--- src/rtl/hb_pkg.sv ---
package hb_pkg;
   typedef enum logic [1:0] {
      KIND_INDEX = 2'd0,
      KIND_DATA  = 2'd1,
      KIND_NONE  = 2'd2
   } port_kind_t;

   localparam logic [2:0] ADDR_INDEX = 3'd0;
   localparam logic [2:0] ADDR_DATA  = 3'd1;

   function automatic port_kind_t decode_addr(input logic [2:0] a);
      if (a == ADDR_INDEX)     return KIND_INDEX;
      else if (a == ADDR_DATA) return KIND_DATA;
      else                     return KIND_NONE;
   endfunction
endpackage

--- src/rtl/hb_sync.sv ---
module hb_sync #(
   parameter int         W       = 1,
   parameter int         STAGES  = 2,
   parameter logic [W-1:0] RST_VAL = '1
) (
   input  logic         clk,
   input  logic         rst_n,
   input  logic [W-1:0] d,
   output logic [W-1:0] q
);
   if (STAGES < 2) begin : g_bad_stages
      $error("hb_sync needs at least two stages");
   end

   logic [W-1:0] st [STAGES];

   for (genvar g = 0; g < STAGES; g++) begin : g_stage
      if (g == 0) begin : g_first
         always_ff @(posedge clk or negedge rst_n) begin
            if (!rst_n) st[0] <= RST_VAL;
            else        st[0] <= d;
         end
      end else begin : g_next
         always_ff @(posedge clk or negedge rst_n) begin
            if (!rst_n) st[g] <= RST_VAL;
            else        st[g] <= st[g-1];
         end
      end
   end

   assign q = st[STAGES-1];
endmodule

--- src/rtl/hb_strobe.sv ---
module hb_strobe #(
   parameter int BUS_W = 16
) (
   input  logic             clk,
   input  logic             rst_n,
   input  logic             cs_s_n,
   input  logic             rd_s_n,
   input  logic             wr_s_n,
   input  logic [2:0]       host_addr,
   input  logic [BUS_W-1:0] host_din,
   output logic             wr_done,
   output logic             rd_done,
   output logic [2:0]       acc_addr,
   output logic [BUS_W-1:0] acc_wdata
);
   logic wr_prev, rd_prev;
   logic wr_armed, rd_armed;
   logic wr_edge, rd_edge;
   logic wr_low_sel, rd_low_sel;

   assign wr_low_sel = !cs_s_n && !wr_s_n;
   assign rd_low_sel = !cs_s_n && !rd_s_n;
   assign wr_edge    = wr_armed && wr_s_n && !wr_prev;
   assign rd_edge    = rd_armed && rd_s_n && !rd_prev;

   always_ff @(posedge clk or negedge rst_n) begin
      if (!rst_n) begin
         wr_prev   <= 1'b1;
         rd_prev   <= 1'b1;
         wr_armed  <= 1'b0;
         rd_armed  <= 1'b0;
         wr_done   <= 1'b0;
         rd_done   <= 1'b0;
         acc_addr  <= '0;
         acc_wdata <= '0;
      end else begin
         wr_prev <= wr_s_n;
         rd_prev <= rd_s_n;
         wr_done <= wr_edge;
         rd_done <= rd_edge;
         if (wr_low_sel) begin
            wr_armed  <= 1'b1;
            acc_addr  <= host_addr;
            acc_wdata <= host_din;
         end else if (wr_edge) begin
            wr_armed <= 1'b0;
         end
         if (rd_low_sel) begin
            rd_armed <= 1'b1;
            acc_addr <= host_addr;
         end else if (rd_edge) begin
            rd_armed <= 1'b0;
         end
      end
   end

   AST_DONE_EXCL: assert property (@(posedge clk) disable iff (!rst_n)
      !(wr_done && rd_done));
   AST_DONE_PULSE: assert property (@(posedge clk) disable iff (!rst_n)
      wr_done |=> !wr_done);
endmodule

--- src/rtl/hb_regport.sv ---
module hb_regport
   import hb_pkg::*;
#(
   parameter int BUS_W = 16,
   parameter int IDX_W = 8,
   parameter int REG_W = 16
) (
   input  logic             clk,
   input  logic             rst_n,
   input  logic             wr_done,
   input  logic             rd_done,
   input  logic [2:0]       acc_addr,
   input  logic [BUS_W-1:0] acc_wdata,
   input  logic [2:0]       look_addr,
   input  logic [REG_W-1:0] reg_rdata,
   output logic [BUS_W-1:0] bus_rdata,
   output logic [IDX_W-1:0] reg_idx,
   output logic [REG_W-1:0] reg_wdata,
   output logic             reg_we,
   output logic             reg_re
);
   port_kind_t       acc_kind, look_kind;
   logic [IDX_W-1:0] idx_q;
   logic             idx_load;
   logic [BUS_W-1:0] data_view;

   assign acc_kind  = decode_addr(acc_addr);
   assign look_kind = decode_addr(look_addr);
   assign idx_load  = wr_done && (acc_kind == KIND_INDEX);
   assign reg_idx   = idx_q;

   always_ff @(posedge clk or negedge rst_n) begin
      if (!rst_n)               idx_q <= '0;
      else if (idx_load)        idx_q <= acc_wdata[IDX_W-1:0];
      else if (reg_we || reg_re) idx_q <= idx_q + 1'b1;
   end

   always_comb begin
      case (look_kind)
         KIND_INDEX: bus_rdata = BUS_W'(idx_q);
         KIND_DATA:  bus_rdata = data_view;
         default:    bus_rdata = '0;
      endcase
   end

   if (BUS_W == REG_W) begin : g_wide
      assign reg_we    = wr_done && (acc_kind == KIND_DATA);
      assign reg_re    = rd_done && (acc_kind == KIND_DATA);
      assign reg_wdata = acc_wdata;
      assign data_view = reg_rdata;
   end else begin : g_narrow
      logic             half_q;
      logic [BUS_W-1:0] lo_q, hi_q;
      logic             wr_beat, rd_beat;

      assign wr_beat = wr_done && (acc_kind == KIND_DATA);
      assign rd_beat = rd_done && (acc_kind == KIND_DATA);

      always_ff @(posedge clk or negedge rst_n) begin
         if (!rst_n) begin
            half_q <= 1'b0;
            lo_q   <= '0;
            hi_q   <= '0;
         end else if (idx_load) begin
            half_q <= 1'b0;
         end else if (wr_beat) begin
            if (!half_q) lo_q <= acc_wdata;
            half_q <= !half_q;
         end else if (rd_beat) begin
            if (!half_q) hi_q <= reg_rdata[REG_W-1:BUS_W];
            half_q <= !half_q;
         end
      end

      assign reg_we    = wr_beat && half_q;
      assign reg_re    = rd_beat && half_q;
      assign reg_wdata = {acc_wdata, lo_q};
      assign data_view = half_q ? hi_q : reg_rdata[BUS_W-1:0];
   end

   AST_WE_SINGLE: assert property (@(posedge clk) disable iff (!rst_n)
      reg_we |=> !reg_we);
   AST_IDX_STEP: assert property (@(posedge clk) disable iff (!rst_n)
      (reg_we || reg_re) |=> reg_idx == IDX_W'($past(reg_idx) + 1'b1));
   AST_IDX_QUIET: assert property (@(posedge clk) disable iff (!rst_n)
      !(wr_done || rd_done) |=> reg_idx == $past(reg_idx));
   AST_RW_EXCL: assert property (@(posedge clk) disable iff (!rst_n)
      !(reg_we && reg_re));
endmodule

--- src/rtl/idx_host_port.sv ---
module idx_host_port #(
   parameter int BUS_W = 16,
   parameter int IDX_W = 8,
   parameter int REG_W = 16
) (
   input  logic             clk,
   input  logic             rst_n,
   input  logic             host_cs1_n,
   input  logic             host_cs2_n,
   input  logic [2:0]       host_addr,
   input  logic             host_rd_n,
   input  logic             host_wr_n,
   input  logic [BUS_W-1:0] host_din,
   output logic [BUS_W-1:0] host_dout,
   output logic             host_doe,
   input  logic             bypass_en,
   output logic             panel_cs_n,
   output logic [IDX_W-1:0] reg_idx,
   output logic [REG_W-1:0] reg_wdata,
   output logic             reg_we,
   output logic             reg_re,
   input  logic [REG_W-1:0] reg_rdata
);
   localparam int BEATS     = REG_W / BUS_W;
   localparam int SYNC_DEPTH = 2;

   if (!(BUS_W == 8 || BUS_W == 16)) begin : g_bad_bus
      $error("BUS_W must be 8 or 16");
   end
   if (BEATS * BUS_W != REG_W || BEATS < 1 || BEATS > 2) begin : g_bad_reg
      $error("REG_W must be BUS_W or twice BUS_W");
   end
   if (IDX_W < 1 || IDX_W > BUS_W) begin : g_bad_idx
      $error("IDX_W must lie in 1..BUS_W");
   end

   logic [2:0]       strobes_s;
   logic             wr_done, rd_done;
   logic [2:0]       acc_addr;
   logic [BUS_W-1:0] acc_wdata;
   logic [BUS_W-1:0] bus_rdata;

   hb_sync #(.W(3), .STAGES(SYNC_DEPTH), .RST_VAL(3'b111)) u_sync (
      .clk   (clk),
      .rst_n (rst_n),
      .d     ({host_cs1_n, host_rd_n, host_wr_n}),
      .q     (strobes_s)
   );

   hb_strobe #(.BUS_W(BUS_W)) u_strobe (
      .clk       (clk),
      .rst_n     (rst_n),
      .cs_s_n    (strobes_s[2]),
      .rd_s_n    (strobes_s[1]),
      .wr_s_n    (strobes_s[0]),
      .host_addr (host_addr),
      .host_din  (host_din),
      .wr_done   (wr_done),
      .rd_done   (rd_done),
      .acc_addr  (acc_addr),
      .acc_wdata (acc_wdata)
   );

   hb_regport #(.BUS_W(BUS_W), .IDX_W(IDX_W), .REG_W(REG_W)) u_regport (
      .clk       (clk),
      .rst_n     (rst_n),
      .wr_done   (wr_done),
      .rd_done   (rd_done),
      .acc_addr  (acc_addr),
      .acc_wdata (acc_wdata),
      .look_addr (host_addr),
      .reg_rdata (reg_rdata),
      .bus_rdata (bus_rdata),
      .reg_idx   (reg_idx),
      .reg_wdata (reg_wdata),
      .reg_we    (reg_we),
      .reg_re    (reg_re)
   );

   assign host_doe   = !host_cs1_n && !host_rd_n;
   assign host_dout  = host_doe ? bus_rdata : '0;
   assign panel_cs_n = bypass_en ? host_cs2_n : 1'b1;

   AST_NO_STRAY_WE: assert property (@(posedge clk) disable iff (!rst_n)
      reg_we |-> $past(strobes_s[0]));
endmodule

--- config.mk ---
export PLATFORM = sky130hd
export DESIGN_NAME = idx_host_port
export DESIGN_NICKNAME = d
export VERILOG_FILES = /design/src/rtl/hb_pkg.sv /design/src/rtl/hb_sync.sv /design/src/rtl/hb_strobe.sv /design/src/rtl/hb_regport.sv /design/src/rtl/idx_host_port.sv
export SDC_FILE = /design/constraint.sdc
export NUM_CORES = 1
export LEC_CHECK = 0
export ABC_AREA = 0
export BUFFER_PORTS_ARGS = -buffer_cell sky130_fd_sc_hd__buf_2
export CAP_MARGIN = 10
export CORE_MARGIN = 4
export CORE_UTILIZATION = 30
export CTS_CLUSTER_SIZE = 24
export DETAILED_ROUTE_END_ITERATION = 8
export PLACE_DENSITY = 0.5
export SETUP_SLACK_MARGIN = 0.05
export SLEW_MARGIN = 40
export SYNTH_ARGS = -nofsm -noshare
export SYNTH_HDL_FRONTEND = slang
export SYNTH_HIERARCHICAL = 1
export SYNTH_SLANG_ARGS = --single-unit
--- constraint.sdc ---
create_clock -name clk -period 1.8 [get_ports clk]
set_clock_uncertainty 0.15 [all_clocks]
set_input_delay 0.09 -clock clk [delete_from_list [all_inputs] [get_ports clk]]
set_output_delay 0.09 -clock clk [all_outputs]
set_load 0.02 [all_outputs]
==> results.yml <==
worst_setup_path:
  endpoint_kind: "output port"
  critical-path-max-stage-delay_ns: 0.41
  path_delay_family: "simple AND/OR/NAND/NOR gates"
  worst_path_max_delay_cell: "dfrtp_1"
  worstPathMaxFanout: 4
  crit_chain: "nor2_1 -> and3_1 -> buf_2"
  critical_path_buf_inv_count: 1
  worstSetupStartpointType: "flip-flop"
  required_ns: 1.56
  crit_type: "reg -> out"
  arrival_ns: 1.35
timing:
  setup_violations: 0
  grt_setup_unrepaired: "false"
  timing.final.crit_share: 0.885
  fmax_ghz: 0.628
  tightestPinTransition_ns: 0.635
  post-route-min-period_ns: 1.59
  slew_violations: 0
  timing.slew.headroom: 0.576
  fin_setup_tns_ns: 0
  holdWs_ns: 0.209
  hold_viol: 0
cells_and_area:
  area_growth_pct: 31.9
  num_antenna_cells: 0
  final_cell_mix: "85 x buf_2, 31 x dfrtp_1, 22 x dlygate4sd3_1, 15 x nor2_1, 14 x nand2_1"
  fillers: 695
  final_nets: 331
  layout_commonest_cell: "buf_2"
  design_area_sq_mm: 0.00290
  drive_gt1_frac: 0.488
drt:
  ant_nets: 0
  wl_per_cell_microns: 13.4
  drc_errors: 0
  vias: 1710
  via_per_inst: 4.44
  initialDrtViolationCount: 54
  routed_wl_microns: 5150
  first_pass_iters: 4
clock_network:
  root_buffer: "clkbuf_8"
  clk_pin_slew_ns: 0.08
  htreeDepth: 2
  cts_tree: "built"
  cts_buffers: 5
  numClockSinks: 39
  insertion_delay_ns: 0.29
  clock_path_buffers: 2
logic_synthesis:
  yosys.area.top_type: "dfrtp_1"
  synthFlopType: "dfrtp_1"
  async_reset_ff_frac: 1.00
  ys_seq_area_frac: 0.448
  avgSynthCellArea_sq_um: 11.3
  synth_mux_area_frac: 0.151
  synthSimpleGateAreaFrac: 0.220
  synth-compound-area-share: 0.0512
  ys_ff_latch: 39
  synth_top_family_by_area: "simple AND/OR/NAND/NOR gates"
  syn_inst: 195
  synth_top_area_frac: 0.353
  synth_xor_area_frac: 0.0159
  yosysUniqueCellTypes: 34
  syn_area_sq_mm: 0.00220
  ys_warn_count: 6
  synth_area_leaders: "dfrtp_1 35%, dfstp_2 9.6%, mux2_4 6.8%, buf_4 6.5%, nor3b_2 5.7%"
  syn-num-nets: 238
  yosys.area_share.adder: 0.00569
  synth_edf_count: 0
global_routing:
  antenna_found_initial: 0
  grt_pass1_wl_microns: 8150
  grt_max_degree: 40
  grt_pass1_vias: 1695
  grt.total_usage: 0.117
  overflow: 0
power:
  ir_drop_mv: 0.466
  seqPwrFrac: 0.423
  pwr-share-comb: 0.308
  switchingPower_uw: 893
  p_int_uw: 1820
  swShare: 0.330
  leakage_uw: 0.00138
  power_frac_clock: 0.269
  p_per_area_mw_per_mm2: 934
floorplanning:
  die_area_sq_mm: 0.00877
  start_util: 0.317
  die_h_microns: 93.6
  rows: 30
  die_w_microns: 93.6
  ios: 86
  core_sq_mm: 0.00694
place:
  routabilityCongestion: 0.730
  placedInstanceArea_sq_mm: 0.00256
  port_buffers: 85
  hpwlAfterDp_microns: 3660
hold_path:
  hold_class: "reg -> reg"
job:
  maxCapViolCount: 0
run_status:
  status: "complete, no violations"
area by class of cell:
cell class	count	area [sq um]	share of cell area
sequential	39	986	0.340
clock inverter	3	43.8	0.0151
timing repair buffer	114	698	0.241
clock buffer	5	68.8	0.0237
multi-input combinational	127	980	0.338
tap	96	120	0.0414
inverter	1	3.75	0.00129
power groups by stage:
stage,clock [uW],combinational [uW],sequential [uW]
3_3_place_gp,0,803,1160
6_report,730,834,1140
3_5_place_dp,0,812,1160
5_1_grt,793,907,1170
2_1_floorplan,0,474,1230
4_1_cts,757,849,1150
worst paths after layout:
kind	startpoint	depth (start not counted)	to	slack [ns]
max	u_strobe/acc_addr[1]	3	reg_re	0.21
min	u_sync/st[3]	0	u_sync/q[0]	0.21
max reg2reg	u_regport/reg_idx[1]	4	u_regport/reg_idx[7]	0.21
min reg2reg	u_sync/st[3]	0	u_sync/q[0]	0.21
max in group asynchronous	rst_n	3	u_strobe/wr_prev	0.92
min in group asynchronous	rst_n	3	u_strobe/rd_armed	0.22
per-layer routing:
metal  track usage  wire length, microns  part of all wire  up-vias
met3        0.0290                   338             0.066        5
li1              -                     -                 -      840
met4        0.0289                    35            0.0068        0
met5             0                     0                 0        -
met1         0.157                  2430              0.47      809
met2         0.189                  2350              0.46       56
through the flow:
step | worst slack (ns) | instances | utilization | total power (uW)
CTS | 0.170 | 385 | 0.417 | 2750
global placement | 0.208 | 355 | 0.369 | 1960
finish | 0.207 | 385 | 0.418 | 2710
global route | 0.0876 | 385 | 0.418 | 2870
detailed placement | 0.176 | 355 | 0.369 | 1970
floorplan | 0.203 | 195 | - | 1710
sequential cells by signal (all words and copies together) (netlist names):
register / count
u_regport/reg_idx: 8
u_strobe/acc_addr: 3
u_strobe/acc_wdata: 16
u_strobe/rd_armed: 1
u_strobe/rd_done: 1
u_strobe/rd_prev: 1
u_strobe/wr_armed: 1
u_strobe/wr_done: 1
u_strobe/wr_prev: 1
u_sync/q: 3
u_sync/st: 3
synthesized netlist by cell type (8+ instances only):
cell,count
mux2_2,9
buf_4,19
nand2_1,14
nor3b_2,10
nor3b_1,8
nor2_1,15
mux2i_1,8
and3_1,11
mux2_4,10
a21oi_1,8
dfstp_2,8
dfrtp_1,31
timing repair:
item,in CTS,in global routing
hold buffers,22,0
hold endpoints to repair,52,0
setup endpoints to repair,0,2
setup buffers,0,0
gates resized for setup,0,1
kinds of logic after synthesis:
logic type	after synthesis
compound gates	20
fa+ha+maj	1
buf+inv	29
flops	39
simple gates	75
mux	27
xor+xnor	4
Power figures use the tool's default switching activity.
